--- src/rtl/spur_pkg.sv ---
package spur_pkg;
  localparam int HARM_W = 4;
  localparam int CTL_W  = 8;

  typedef struct packed {
    logic              en;
    logic [HARM_W-1:0] harm;
    logic [CTL_W-1:0]  mag;
    logic [CTL_W-1:0]  poff;
    logic              gain2;
  } spur_cfg_t;
endpackage

--- src/rtl/spur_cfg_regs.sv ---
module spur_cfg_regs
  import spur_pkg::*;
#(
  parameter int NCH = 2
) (
  input  logic                 clk_i,
  input  logic                 rst_ni,
  input  logic                 io_update_i,
  input  spur_cfg_t [NCH-1:0]  shadow_i,
  output spur_cfg_t [NCH-1:0]  active_o
);
  always_ff @(posedge clk_i or negedge rst_ni) begin
    if (!rst_ni)          active_o <= '0;
    else if (io_update_i) active_o <= shadow_i;
  end

  // working set moves only on the strobe
  assert_hold_R7: assert property (@(posedge clk_i) disable iff (!rst_ni)
    !io_update_i |=> $stable(active_o));
  assert_load_R7: assert property (@(posedge clk_i) disable iff (!rst_ni)
    io_update_i |=> active_o == $past(shadow_i));
endmodule

--- src/rtl/spur_channel.sv ---
module spur_channel
  import spur_pkg::*;
#(
  parameter int PW = 16,
  parameter int SW = 12
) (
  input  logic                clk_i,
  input  logic                rst_ni,
  input  logic [PW-1:0]       phase_i,
  input  spur_cfg_t           cfg_i,
  output logic signed [SW:0]  corr_o
);
  localparam int HALF_W = PW - 1;
  localparam int PROD_W = 2 * HALF_W + 1;
  localparam int SHIFT  = 2 * HALF_W - 2 - (SW - 2);
  localparam int MUL_W  = SW + CTL_W + 1;

  logic [PW+HARM_W-1:0] hp_full;
  logic [PW-1:0]        theta_d, theta_q;
  logic [CTL_W-1:0]     mag_q;
  logic                 gain_q, live_q;

  assign hp_full = (PW+HARM_W)'(phase_i) * (PW+HARM_W)'(cfg_i.harm);
  assign theta_d = hp_full[PW-1:0] + {cfg_i.poff, {(PW-CTL_W){1'b0}}};

  always_ff @(posedge clk_i or negedge rst_ni) begin
    if (!rst_ni) begin
      theta_q <= '0;
      mag_q   <= '0;
      gain_q  <= 1'b0;
      live_q  <= 1'b0;
    end else begin
      theta_q <= theta_d;
      mag_q   <= cfg_i.mag;
      gain_q  <= cfg_i.gain2;
      live_q  <= cfg_i.en && (cfg_i.harm != '0);
    end
  end

  // parabolic half-wave shaper
  logic [HALF_W-1:0]       u;
  logic [HALF_W:0]         rem;
  logic [PROD_W-1:0]       prod;
  logic [SW-2:0]           amp;
  logic signed [SW-1:0]    sine;
  logic signed [MUL_W-1:0] sine_x, mag_x, scaled_p, scaled;

  assign u    = theta_q[HALF_W-1:0];
  assign rem  = {1'b1, {HALF_W{1'b0}}} - {1'b0, u};
  assign prod = PROD_W'(u) * PROD_W'(rem);
  assign amp  = prod[SHIFT +: SW-1];
  assign sine = theta_q[PW-1] ? -$signed({1'b0, amp}) : $signed({1'b0, amp});

  assign sine_x   = {{(CTL_W+1){sine[SW-1]}}, sine};
  assign mag_x    = {{(SW+1){1'b0}}, mag_q};
  assign scaled_p = sine_x * mag_x;
  assign scaled   = scaled_p >>> CTL_W;

  always_comb begin
    if (!live_q)     corr_o = '0;
    else if (gain_q) corr_o = {scaled[SW-1:0], 1'b0};
    else             corr_o = {scaled[SW-1], scaled[SW-1:0]};
  end

  // muted channel yields zero one stage later
  assert_mute_en_R5: assert property (@(posedge clk_i) disable iff (!rst_ni)
    !cfg_i.en |=> corr_o == '0);
  assert_mute_mag_R5: assert property (@(posedge clk_i) disable iff (!rst_ni)
    (cfg_i.mag == '0) |=> corr_o == '0);
  assert_mute_harm_R5: assert property (@(posedge clk_i) disable iff (!rst_ni)
    (cfg_i.harm == '0) |=> corr_o == '0);
endmodule

--- src/rtl/spur_sat_sum.sv ---
module spur_sat_sum #(
  parameter int NCH = 2,
  parameter int DW  = 14,
  parameter int CW  = 13
) (
  input  logic                         clk_i,
  input  logic                         rst_ni,
  input  logic signed [DW-1:0]         sample_i,
  input  logic signed [NCH-1:0][CW-1:0] corr_i,
  output logic signed [DW-1:0]         sample_o
);
  localparam int SUM_W = DW + $clog2(NCH + 1) + 1;
  localparam logic signed [SUM_W-1:0] SAT_HI = SUM_W'((2 ** (DW - 1)) - 1);
  localparam logic signed [SUM_W-1:0] SAT_LO = -SUM_W'(2 ** (DW - 1));

  logic signed [DW-1:0]    sample_q;
  logic signed [SUM_W-1:0] sum_w;

  always_ff @(posedge clk_i or negedge rst_ni) begin
    if (!rst_ni) sample_q <= '0;
    else         sample_q <= sample_i;
  end

  always_comb begin
    sum_w = {{(SUM_W-DW){sample_q[DW-1]}}, sample_q};
    for (int c = 0; c < NCH; c++)
      sum_w = sum_w + {{(SUM_W-CW){corr_i[c][CW-1]}}, corr_i[c]};
  end

  always_ff @(posedge clk_i or negedge rst_ni) begin
    if (!rst_ni)              sample_o <= '0;
    else if (sum_w > SAT_HI)  sample_o <= SAT_HI[DW-1:0];
    else if (sum_w < SAT_LO)  sample_o <= SAT_LO[DW-1:0];
    else                      sample_o <= sum_w[DW-1:0];
  end

  assert_no_wrap_hi_R6: assert property (@(posedge clk_i) disable iff (!rst_ni)
    (sum_w > SAT_HI) |=> sample_o == SAT_HI[DW-1:0]);
  assert_no_wrap_lo_R6: assert property (@(posedge clk_i) disable iff (!rst_ni)
    (sum_w < SAT_LO) |=> sample_o == SAT_LO[DW-1:0]);
endmodule

--- src/rtl/spur_cancel.sv ---
module spur_cancel
  import spur_pkg::*;
#(
  parameter int NCH = 2,
  parameter int PW  = 16,
  parameter int DW  = 14,
  parameter int SW  = 12
) (
  input  logic                          clk_i,
  input  logic                          rst_ni,
  input  logic [PW-1:0]                 phase_i,
  input  logic signed [DW-1:0]          sample_i,
  input  logic                          io_update_i,
  input  logic [NCH-1:0]                en_i,
  input  logic [NCH-1:0][HARM_W-1:0]    harm_i,
  input  logic [NCH-1:0][CTL_W-1:0]     mag_i,
  input  logic [NCH-1:0][CTL_W-1:0]     poff_i,
  input  logic [NCH-1:0]                gain2_i,
  output logic signed [DW-1:0]          sample_o
);
  localparam int CW = SW + 1;

  spur_cfg_t [NCH-1:0]          shadow, active;
  logic signed [NCH-1:0][CW-1:0] corr;

  always_comb begin
    for (int c = 0; c < NCH; c++) begin
      shadow[c].en    = en_i[c];
      shadow[c].harm  = harm_i[c];
      shadow[c].mag   = mag_i[c];
      shadow[c].poff  = poff_i[c];
      shadow[c].gain2 = gain2_i[c];
    end
  end

  spur_cfg_regs #(.NCH(NCH)) u_cfg (
    .clk_i      (clk_i),
    .rst_ni     (rst_ni),
    .io_update_i(io_update_i),
    .shadow_i   (shadow),
    .active_o   (active)
  );

  for (genvar c = 0; c < NCH; c++) begin : g_ch
    logic signed [CW-1:0] corr_c;
    spur_channel #(.PW(PW), .SW(SW)) u_ch (
      .clk_i  (clk_i),
      .rst_ni (rst_ni),
      .phase_i(phase_i),
      .cfg_i  (active[c]),
      .corr_o (corr_c)
    );
    assign corr[c] = corr_c;
  end

  spur_sat_sum #(.NCH(NCH), .DW(DW), .CW(CW)) u_sum (
    .clk_i   (clk_i),
    .rst_ni  (rst_ni),
    .sample_i(sample_i),
    .corr_i  (corr),
    .sample_o(sample_o)
  );
endmodule

--- config.mk ---
export PLATFORM = sky130hd
export DESIGN_NAME = spur_cancel
export DESIGN_NICKNAME = d
export VERILOG_FILES = /design/src/rtl/spur_pkg.sv /design/src/rtl/spur_cfg_regs.sv /design/src/rtl/spur_channel.sv /design/src/rtl/spur_sat_sum.sv /design/src/rtl/spur_cancel.sv
export SDC_FILE = /design/constraint.sdc
export NUM_CORES = 2
export LEC_CHECK = 0
export ABC_CLOCK_PERIOD_IN_PS = 27500
export CAP_MARGIN = 30
export CORE_MARGIN = 4
export CORE_UTILIZATION = 70
export CTS_CLUSTER_DIAMETER = 30
export DETAILED_ROUTE_END_ITERATION = 10
export PLACE_DENSITY_LB_ADDON = 0.1
export REMOVE_ABC_BUFFERS = 1
export SETUP_SLACK_MARGIN = 0.4
export SLEW_MARGIN = 10
export SYNTH_ARGS = -nofsm -noshare
export SYNTH_HDL_FRONTEND = slang
export SYNTH_HIERARCHICAL = 1
export SYNTH_SLANG_ARGS = --single-unit
export TNS_END_PERCENT = 10
--- constraint.sdc ---
create_clock -name clk_i -period 27.5 [get_ports clk_i]
set_input_delay 2.75 -clock clk_i [delete_from_list [all_inputs] [get_ports clk_i]]
set_output_delay 2.75 -clock clk_i [all_outputs]
set_load 0.01 [all_outputs]
==> flow_summary.toml <==
[placement]
dpl_worst_slack_ps = 9320
dp_hpwl_um = 62100
place_congestion = 0.932
post_dp_cell_area_sq_mm = 0.0341
io_buffer_count = 90

[clocking]
cts_buffer_depth = 2
numCtsBuffers = 17
ctsResizeCount = 0
cts-root-buf = "clkbuf_16"
path_clk_slew_ps = 60
htreeDepth = 4
cts_tree = "done"
cts.sinks = 124
ctsHoldBuffers = 0
cts_setup_buffers = 0
clk_latency_ps = 440

[logic_synthesis]
netlist_area_sq_mm = 0.0329
netlist_top_cells_area = "fa_1 (35%), ha_1 (13%), dfrtp_1 (9.4%), inv_1 (8.0%), nand2b_1 (4.3%)"
netlist_instances = 3553
ys_seq_elements = 124
synth.top_cell.area_share_pct = 34.6
synthDistinctLibCells = 113
synth_edf_count = 0
seq_area_frac_synth_pct = 9.42
yosys_most_used_dff = "dfrtp_1"
synth_top_area_cell = "fa_1"
yosysWarnings = 6
synthTopCellsByCount = "inv_1 (700), fa_1 (570), ha_1 (342), nand2b_1 (226), nand2_1 (214)"
synth_most_common_cell = "inv_1"
async_reset_ff_share_pct = 100
syn_avg_cell_area_sq_um = 9.27

[grt]
antenna_found_initial = 11
gr-total-overflow = 0
grt_max_degree = 75
grt_pass1_wl_um = 135000
grt_pass1_vias = 27371
track_usage_pct = 32.9

[run_status]
status = "complete, no violations"

[drt]
totalWireLength_um = 78600
dr.pass1.iters = 5
routedWlPerCell_um = 18.8
dr_total_vias = 24816
drc = 0
drtIter0Drc = 1567
ant_nets = 0
vias_per_cell = 5.93

[timing]
rsz0062_at_grt = "false"
finalCriticalPeriod_ps = 18070
tightest_slew_ps = 988
skew_ps = 8.65
fmax_mhz = 55.4
slew_violations = 0
fin_crit_sh_pct = 65.7
finalHoldViolations = 0
final.setup.tns_ps = 0
max_slew_margin_pct = 33.5
finalWorstSetupSlack_ps = 9430
finalSetupViolations = 0

[final_layout]
final_util_pct = 74.6
design_area_sq_mm = 0.0347
drive_gt1_share_pct = 4.44
layout.nets = 4555
area_growth_pct = 5.36

[floorplanning]
dieArea_sq_mm = 0.0506
rows = 79
start_util_pct = 70.8
die_y_um = 225
die_w_um = 225
fp.coreArea_sq_mm = 0.0466
io_pins = 91

[worst_setup_path]
cpMostUsedCell = "inv_1"
end_kind = "flop"
worstSetupPathType = "reg2reg"
reg2reg_depth = 67
r2r_slack_ps = 9430
crit_arrival_ps = 18400
critPathMaxStageDelay_ps = 890
cp_slowest_cell = "dfrtp_1"
worstSetupStartpointType = "flop"
required_ps = 27840
path_max_fanout = 23

[hold_path]
hold_path.class = "reg2reg"
hold_path_depth = 0

[run]
max_cap_viol_count = 0
## kinds of logic (layout without fill, tap and decap cells)
logic type / Yosys count / count (layout) / synth area share, %
AOI/OAI and AO/OA: 419 / 419 / 9.01
xor gates and xnor gates: 130 / 130 / 3.52
adders and majority gates: 912 / 912 / 47.6
buffers and inverters: 835 / 839 / 10.0
DFF: 124 / 124 / 9.42
muxes: 59 / 59 / 2.43
other: 4 / 28 / 0.0456
and+or+nand+nor: 1070 / 1070 / 17.9
## final timing paths
path	from	to
worst max-delay path	g_ch[0].u_ch/theta_q[0]	u_sum/sample_o[2]
worst min-delay path	u_cfg/active_o[10]	g_ch[0].u_ch/mag_q[1]
worst max register to register	g_ch[0].u_ch/theta_q[0]	u_sum/sample_o[2]
worst min register to register	u_cfg/active_o[10]	g_ch[0].u_ch/mag_q[1]
max in group asynchronous	rst_ni	g_ch[1].u_ch/mag_q[4]
min in group asynchronous	rst_ni	u_cfg/active_o[14]
## per-layer routing
metal	part of all wire [%]	up-vias	global-route usage, %
met5	0.15	-	0
met4	2.6	18	9.35
met3	7.0	182	5.93
met2	49	853	55.5
met1	41	12618	44.4
li1	-	11145	-
## flip-flops by register name, indices dropped and copies added (netlist names)
signal / count
g_ch.u_ch/live_q: 2
g_ch.u_ch/mag_q: 16
g_ch.u_ch/gain_q: 2
u_sum/sample_o: 14
u_sum/sample_q: 14
g_ch.u_ch/theta_q: 32
u_cfg/active_o: 44
## cells in the final DEF, fill, tap and decap left out, types with 12 or more instances in the layout
cell               n
clkbuf_16         17
or3_1             17
nand3_1           34
mux2_4            40
nand2_1          214
and2_1           159
nor2_1           108
nor2b_1          176
fa_1             570
xnor2_1          101
o21ai_0           69
inv_1            700
nor3_1            32
and3_1            21
clkdlybuf4s50_1   88
dfrtp_1          124
xor2_1            26
o21a_1            16
nand2b_1         226
o211ai_1          12
a211oi_1          12
nor4_1            16
ha_1             342
a21o_1            29
conb_1            26
o21bai_1          16
a21oi_1          119
## final cells by class
class | instances | area, sq um
inverter | 706 | 2650
timing repair buffer | 101 | 1010
antenna | 2 | 5.00
fill | 3373 | 11800
multi-input combinational | 2616 | 26600
tap | 607 | 759
clock buffer | 18 | 429
sequential | 124 | 3100
clock inverter | 14 | 136
## metrics by stage
step / cells / hold slack (ps)
6_report: 4188 / 377
5_1_grt: 4186 / 388
4_1_cts: 4184 / 379
3_5_place_dp: 4152 / 366
3_3_place_gp: 4152 / 357
2_1_floorplan: 3446 / 350
## critical path, delay by kind of cell (launching register included)
family / cells / cell delay [ps]
buffers and inverters: 12 / 970
xor gates and xnor gates: 2 / 970
adders and majority gates: 17 / 7250
AOI/OAI and AO/OA: 16 / 3570
DFF: 1 / 890
and+or+nand+nor: 20 / 4250
Power is left out: the tool's default activity adds up to more than one toggle a clock period on the data nets, which glitch-free logic cannot reach.
